<file path="src/rtl/sbus_pkg.sv">
package sbus_pkg;
    localparam int ADDR_W     = 7;
    localparam int DATA_W     = 16;
    localparam int HDR_W      = ADDR_W + 1;
    localparam int FRAME_BITS = HDR_W + DATA_W;
    localparam int CNT_W      = $clog2(FRAME_BITS + 1);
    localparam logic [7:0] MFR_CODE = 8'h01;

    typedef struct packed {
        logic [CNT_W-1:0]  cnt;
        logic [HDR_W-1:0]  hdr;
        logic [DATA_W-1:0] sh;
        logic              dout;
    } frame_t;
endpackage

</file>
<file path="src/rtl/sbus_sync.sv">
module sbus_sync #(
    parameter int W      = 3,
    parameter int STAGES = 2
) (
    input  logic         clk,
    input  logic         rst_n,
    input  logic [W-1:0] async_i,
    output logic [W-1:0] level_o,
    output logic [W-1:0] rise_o
);
    logic [STAGES-1:0][W-1:0] pipe_q, pipe_d;
    logic [W-1:0]             prev_q, prev_d;

    always_comb begin
        pipe_d[0] = async_i;
        for (int s = 1; s < STAGES; s++) pipe_d[s] = pipe_q[s-1];
        prev_d = pipe_q[STAGES-1];
    end

    always_ff @(posedge clk or negedge rst_n) begin
        if (!rst_n) begin
            pipe_q <= '0;
            prev_q <= '0;
        end else begin
            pipe_q <= pipe_d;
            prev_q <= prev_d;
        end
    end

    assign level_o = pipe_q[STAGES-1];
    assign rise_o  = pipe_q[STAGES-1] & ~prev_q;
endmodule

</file>
<file path="src/rtl/sbus_frame.sv">
module sbus_frame
    import sbus_pkg::*;
(
    input  logic              clk,
    input  logic              rst_n,
    input  logic              clr_lvl,
    input  logic              clr_rise,
    input  logic              stb_rise,
    input  logic              din,
    input  logic [DATA_W-1:0] rd_data,
    output logic [ADDR_W-1:0] addr_o,
    output logic              wr_en,
    output logic [DATA_W-1:0] wr_data,
    output logic              dout
);
    localparam logic [CNT_W-1:0] HDR_END  = CNT_W'(HDR_W);
    localparam logic [CNT_W-1:0] LAST_BIT = CNT_W'(FRAME_BITS - 1);
    localparam logic [CNT_W-1:0] DONE     = CNT_W'(FRAME_BITS);

    frame_t f_q, f_d;
    logic   take;
    logic   is_rd;

    assign is_rd = f_q.hdr[HDR_W-1];
    assign take  = stb_rise && clr_lvl && !clr_rise && (f_q.cnt != DONE);

    always_comb begin
        f_d     = f_q;
        wr_en   = 1'b0;
        wr_data = {f_q.sh[DATA_W-2:0], din};
        if (clr_rise) begin
            f_d.cnt  = '0;
            f_d.dout = 1'b0;
        end else if (take) begin
            f_d.cnt = f_q.cnt + 1'b1;
            if (f_q.cnt < HDR_END) begin
                f_d.hdr = {f_q.hdr[HDR_W-2:0], din};
            end else if (is_rd) begin
                if (f_q.cnt == HDR_END) begin
                    f_d.dout = rd_data[DATA_W-1];
                    f_d.sh   = {rd_data[DATA_W-2:0], 1'b0};
                end else begin
                    f_d.dout = f_q.sh[DATA_W-1];
                    f_d.sh   = {f_q.sh[DATA_W-2:0], 1'b0};
                end
            end else begin
                f_d.sh = {f_q.sh[DATA_W-2:0], din};
                wr_en  = (f_q.cnt == LAST_BIT);
            end
        end
    end

    always_ff @(posedge clk or negedge rst_n) begin
        if (!rst_n) f_q <= '0;
        else        f_q <= f_d;
    end

    assign addr_o = f_q.hdr[ADDR_W-1:0];
    assign dout   = f_q.dout;

    p_cnt_bound_r11: assert property (@(posedge clk) disable iff (!rst_n)
        f_q.cnt <= DONE);
    p_clr_restart_r1: assert property (@(posedge clk) disable iff (!rst_n)
        clr_rise |=> (f_q.cnt == '0));
    p_dout_hold_r4: assert property (@(posedge clk) disable iff (!rst_n)
        !(stb_rise || clr_rise) |=> $stable(f_q.dout));
endmodule

</file>
<file path="src/rtl/sbus_regbank.sv">
module sbus_regbank
    import sbus_pkg::*;
#(
    parameter int          N_FUNC     = 2,
    parameter int          N_GPEN     = 3,
    parameter int          N_GPDIR    = 3,
    parameter logic [15:0] FW_VERSION = 16'h3012,
    parameter logic [7:0]  PLAT_HI    = 8'h00
) (
    input  logic                         clk,
    input  logic                         rst_n,
    input  logic                         we,
    input  logic [ADDR_W-1:0]            addr,
    input  logic [DATA_W-1:0]            wdata,
    output logic [DATA_W-1:0]            rdata,
    output logic [N_FUNC*DATA_W-1:0]     func_en_o,
    output logic [N_GPEN*DATA_W-1:0]     gpio_en_o,
    output logic [N_GPDIR*DATA_W-1:0]    gpio_dir_o
);
    localparam int N_WR  = N_FUNC + N_GPEN + N_GPDIR;
    localparam int IDX_W = (N_WR > 1) ? $clog2(N_WR) : 1;
    localparam logic [ADDR_W-1:0] A_ID     = '0;
    localparam logic [ADDR_W-1:0] A_FW     = ADDR_W'(1);
    localparam logic [ADDR_W-1:0] WR_FIRST = ADDR_W'(2);
    localparam logic [ADDR_W-1:0] WR_LAST  = ADDR_W'(2 + N_WR - 1);

    logic [N_WR-1:0][DATA_W-1:0] store_q, store_d;
    logic                        in_wr;
    logic [ADDR_W-1:0]           off;

    assign in_wr = (addr >= WR_FIRST) && (addr <= WR_LAST);
    assign off   = addr - WR_FIRST;

    always_comb begin
        store_d = store_q;
        if (we && in_wr) store_d[off[IDX_W-1:0]] = wdata;
        if (addr == A_ID)      rdata = {PLAT_HI, MFR_CODE};
        else if (addr == A_FW) rdata = FW_VERSION;
        else if (in_wr)        rdata = store_q[off[IDX_W-1:0]];
        else                   rdata = '0;
    end

    always_ff @(posedge clk or negedge rst_n) begin
        if (!rst_n) store_q <= '0;
        else        store_q <= store_d;
    end

    assign func_en_o  = store_q[N_FUNC-1:0];
    assign gpio_en_o  = store_q[N_FUNC+N_GPEN-1:N_FUNC];
    assign gpio_dir_o = store_q[N_WR-1:N_FUNC+N_GPEN];

    p_discard_r8: assert property (@(posedge clk) disable iff (!rst_n)
        (we && !in_wr) |=> $stable(store_q));
endmodule

</file>
<file path="src/rtl/sbus_slave.sv">
module sbus_slave
    import sbus_pkg::*;
#(
    parameter int          N_FUNC      = 2,
    parameter int          N_GPEN      = 3,
    parameter int          N_GPDIR     = 3,
    parameter int          SYNC_STAGES = 2,
    parameter logic [15:0] FW_VERSION  = 16'h3012,
    parameter logic [7:0]  PLAT_HI     = 8'h00
) (
    input  logic                      clk,
    input  logic                      rst_n,
    input  logic                      host_clr,
    input  logic                      host_stb,
    input  logic                      host_din,
    output logic                      host_dout,
    output logic [N_FUNC*DATA_W-1:0]  func_en_o,
    output logic [N_GPEN*DATA_W-1:0]  gpio_en_o,
    output logic [N_GPDIR*DATA_W-1:0] gpio_dir_o
);
    logic [2:0]        lvl, rise;
    logic [ADDR_W-1:0] addr;
    logic              we;
    logic [DATA_W-1:0] wdata, rdata;

    sbus_sync #(.W(3), .STAGES(SYNC_STAGES)) u_sync (
        .clk(clk), .rst_n(rst_n),
        .async_i({host_clr, host_stb, host_din}),
        .level_o(lvl), .rise_o(rise)
    );

    sbus_frame u_frame (
        .clk(clk), .rst_n(rst_n),
        .clr_lvl(lvl[2]), .clr_rise(rise[2]), .stb_rise(rise[1]),
        .din(lvl[0]), .rd_data(rdata),
        .addr_o(addr), .wr_en(we), .wr_data(wdata), .dout(host_dout)
    );

    sbus_regbank #(
        .N_FUNC(N_FUNC), .N_GPEN(N_GPEN), .N_GPDIR(N_GPDIR),
        .FW_VERSION(FW_VERSION), .PLAT_HI(PLAT_HI)
    ) u_regs (
        .clk(clk), .rst_n(rst_n),
        .we(we), .addr(addr), .wdata(wdata), .rdata(rdata),
        .func_en_o(func_en_o), .gpio_en_o(gpio_en_o), .gpio_dir_o(gpio_dir_o)
    );

    p_no_write_clr_low_r10: assert property (@(posedge clk) disable iff (!rst_n)
        !lvl[2] |-> !we);
endmodule

</file>
<file path="config.mk">
export PLATFORM = sky130hd
export DESIGN_NAME = sbus_slave
export DESIGN_NICKNAME = d
export VERILOG_FILES = /design/src/rtl/sbus_pkg.sv /design/src/rtl/sbus_sync.sv /design/src/rtl/sbus_frame.sv /design/src/rtl/sbus_regbank.sv /design/src/rtl/sbus_slave.sv
export SDC_FILE = /design/constraint.sdc
export NUM_CORES = 1
export LEC_CHECK = 0
export ABC_AREA = 1
export BUFFER_PORTS_ARGS = -buffer_cell sky130_fd_sc_hd__buf_2
export CORE_ASPECT_RATIO = 0.75
export CORE_MARGIN = 1
export CORE_UTILIZATION = 33
export DETAILED_ROUTE_END_ITERATION = 7
export PLACE_DENSITY = 0.57
export SYNTH_ARGS = -nofsm -noshare
export SYNTH_HDL_FRONTEND = slang
export SYNTH_SLANG_ARGS = --single-unit
</file>
<file path="constraint.sdc">
create_clock -name clk -period 6.2 [get_ports clk]
set_input_delay 0.62 -clock clk [delete_from_list [all_inputs] [get_ports clk]]
set_output_delay 0.62 -clock clk [all_outputs]
set_load 0.005 [all_outputs]
</file>
==> results by stage <==
Synthesis:
- The proportion of synthesized chip area in sequential cells is 54.7%.
- The synthesized netlist occupies a cell area of 7590 um2.
- The count of unique library cells instantiated by Yosys is 28.
- The cell count after synthesis is 933.
- The complex-gate fraction of the synthesized area is between 10% and 20%.
- The simple-gate portion of the synthesized area is 22.0%.
- The mux contribution to synthesized area is 0%.
- After synthesis, the largest family of logic cells by area is simple AND/OR/NAND/NOR gates.
- Summing the areas of all fa, ha and maj instances in the mapped netlist gives 1.15% of the synthesized area.
- The count of synthesis-stage warnings from yosys is 0.
- A synthesized cell averages 8.13 um2.
- After synthesis the netlist holds a flip-flop and latch count of around 170.
- The number of nets handed over by synthesis was 945.
- The post-synthesis xor/xnor area fraction is less than 1%.

Pwr:
- The power density of the placed cells is 301 nW/um2.
- The leakage power is 4.53 nW.
- IR analysis of the VDD net gives a maximum drop of ~0.18 mV.

Hold path:
- The type of the worst min-delay path is input pin to async pin.

GRT:
- Global routing used 3.31% of the available met3 tracks.
- The all-layer global routing usage is 19.8%.
- The initial antenna violation count is 0.
- In the global route stage, met2 resource usage came out at roughly 28%.
- For met1 alone, demand over resource in global routing was 30.9%.
- The number of global-route vias before repair came to 6120.
- The residual overflow from global routing is 0.
- The first global-routing pass estimated 35.6 mm of wire.
- Entering global routing, the biggest net connects between 60 and 70 pins.
- The most congested layer reported by global routing is met1.

Critical path:
- The data required time of the critical path is 6510 ps.
- The maximum fanout encountered on the critical timing path is 58.
- The path type of the worst setup path is register to register.
- The setup check on the worst reg-to-reg path leaves a slack of about 2400 ps.
- The origin of the worst setup path is u_frame.addr_o[1]$_DFFE_PN0P_.
- The worst reg2reg path endpoint is u_regs.func_en_o[27]$_DFFE_PN0P_.
- The startpoint type of the worst setup path is a register.
- The worst register-to-register path has a depth of 12.
- The kind of end point of the critical path is a register.
- At the worst endpoint, the arrival time is 4150 ps.
- The startpoint of the worst register-to-register path is u_frame.addr_o[1]$_DFFE_PN0P_.

STA:
- Setup repair after global routing left no endpoint under its margin.
- The slew at the pin closest to its max-slew limit is roughly 1100 ps.
- For the final database, setup skew stands at 8.69 ps.
- In the post-route analysis, the smallest setup slack over all paths is 2360 ps.
- The final sum of negative setup slack is 0 ps.
- Derived from the worst setup path, the maximum achievable clock frequency is 260 MHz.
- Setup violations remaining at the end of the flow were counted as 0.
- The total count of hold-check failures in the final report came to 0.
- The number of max-slew violations in the final report is 0.
- The final critical-path share of the clock period is 61.9%.
- The time the worst path needs with I/O delays and setup is approximately 3800 ps.
- Measured against its own limit, the worst slew margin works out to approximately a quarter.

Floorplanning:
- Once the floorplan was initialized, standard cells occupied 34.0% of the core.
- The floorplan step defined a core boundary enclosing 22300 um2.
- The x dimension of the die is roughly 180 um.
- The floorplan step defined a die boundary enclosing about 24000 um2.
- The row count is 47.
- For this design the top-level I/O count stands at around 130.
- The die outline height is 133 um.

Route:
- The count of nets left with antenna violations after detail routing is 0.
- After detailed routing, the number of remaining DRC violations is 0.
- For this block, the via count after detailed routing is 6574.
- The number of DRC violations after detailed-routing iteration 0 is 536.
- In the final routed layout, each cell accounts on average for approximately 17 um.
- The detailed-router iteration count before antenna repair is 5.
- The detailed-route vias per instance is roughly 4.9.
- The total wirelength of the detailed-routed design is 22.7 mm.

Clock tree:
- The clock net sink count is about 170.
- The buffer depth of the longest clock path is 2.
- The hold buffer count at cts is 0.
- The post-cts repair resize count is 0.
- The number of clock buffers added by TritonCTS is 17.
- The cell sitting at the root of the clock tree is a clkbuf_16.
- In this run the number of H-tree levels came out at 4.
- Clock-pin slew was measured on the worst setup and hold paths at 70 ps.
- TritonCTS built the clock tree.
- The post-CTS setup buffer count is 0.
- The source-to-sink clock delay at the later pin of the worst-skew pair is 430 ps.

Layout:
- The final-layout fill cell count is 2245.
- The most common library cell in the layout ignoring fill and taps is nand2_1.
- The library cells used most frequently in the layout, excluding fill and tap cells, are nand2_1, o21ai_0, dfrtp_1.
- The share of final-layout standard cells stronger than drive strength 1 is 17.4%.
- The antenna diode count is 0.
- The number of nets in the finished design is about 1100.
- Relative to the synthesized area, the layout overhead comes to 20.3%.

Placed design:
- The final estimated routing congestion in global placement is ~0.89.
- During placement, the flow inserted port buffers numbering 133.
- The half-perimeter wire length of the detailed placement result is 15.7 mm.
- Timing analysis after detailed placement gives a worst setup slack of 2400 ps.

Run:
- Max-cap violations in this run came to 0.

Run status:
- The run finished with clean final reports.
cell families (layout without fill, tap and decap cells):
group,after synthesis,count (layout)
buffers and inverters,124,246
XOR/XNOR,1,1
adder cells (fa/ha/maj),7,7
AND/OR/NAND/NOR,409,409
AO/OA/AOI/OAI,226,226
flip-flops,166,166
flip-flops by register name (all words and copies together), names as in the netlist:
register	count
u_sync.level_o	3
u_frame.f_q	7
u_frame.dout	1
u_regs.func_en_o	32
u_regs.gpio_dir_o	48
u_frame.addr_o	7
u_regs.gpio_en_o	48
u_frame.wr_data	15
u_sync.pipe_d	3
u_sync.prev_q	2
where the power goes:
group / leakage (nW) / switching, mW / internal, mW
registers: 2.29 / 0.0273 / 1.10
logic: 1.92 / 0.314 / 0.124
clock network: 0.320 / 0.446 / 0.735
area by class of cell:
class,count,area [um2],area share (%)
tap,294,368,4.03
multi-input combinational,643,2940,32.2
inverter,72,270,2.96
clock inverter,12,199,2.18
sequential,166,4160,45.5
timing repair buffer,143,747,8.18
clock buffer,19,453,4.96
synth_stat cells:
cell      number  area share [%]
nand2_1      320              16
a21boi_1       2            0.20
buf_1          6            0.30
nand3_1       37             2.4
o211ai_1       3            0.30
nor3_4         1            0.21
buf_2         25             1.6
inv_1         70             3.5
nand3_2        1            0.13
nor2_1        14            0.69
nor2_2         1           0.083
dfrtp_1      166              55
nand4_1       10            0.82
xor2_1         1            0.12
o21ai_1       13            0.86
nor2_4         1            0.15
o21ai_0      170              11
inv_2          2           0.099
or2_2          1           0.083
a21oi_2        1            0.12
clkbuf_1      21             1.0
a21oi_1       27             1.8
o22ai_1        1           0.083
a21boi_0       8            0.79
ha_1           7             1.2
o31ai_1        1           0.099
nor3_1        22             1.5
nand3b_1       1           0.099
how the worst max path moves through the flow:
stage                                             end  cells after the start
floorplan           u_regs.gpio_dir_o[10]$_DFFE_PN0P_                     13
global placement      u_regs.func_en_o[1]$_DFFE_PN0P_                     12
detailed placement   u_regs.func_en_o[11]$_DFFE_PN0P_                     12
CTS                  u_regs.func_en_o[11]$_DFFE_PN0P_                     12
global route         u_regs.func_en_o[11]$_DFFE_PN0P_                     12
finish               u_regs.func_en_o[27]$_DFFE_PN0P_                     12
worst max-delay path, stage by stage (launching register included):
cell and delay [ps]:
dfrtp_2 340, buf_4 530, inv_1 440, ha_1 360, nand2_1 70, nand2_1 60, nand2_1 70, nand2_1 50
nand2_1 50, nand2_1 140, inv_2 200, nand4_1 890, o21ai_0 500
metrics by stage:
step | cells | area, um2 | hold WS, ps | power, mW | util [%]
global route | 1349 | 9130 | 115 | 2.87 | 41.0
finish | 1349 | 9130 | 85.4 | 2.74 | 41.0
global placement | 1318 | 8480 | 332 | 1.58 | 38.0
CTS | 1349 | 9130 | 99.1 | 2.76 | 41.0
detailed placement | 1318 | 8480 | 336 | 1.58 | 38.0
floorplan | 933 | 7590 | 324 | 1.44 | -
layer usage:
| metal | up-vias | wire length (um) |
|---|---|---|
| met5 | - | 0 |
| met4 | 0 | 282 |
| met3 | 24 | 1170 |
| met2 | 191 | 9300 |
| met1 | 3096 | 12000 |
| li1 | 3263 | - |
Note: power is estimated with default switching activity, not from simulation.
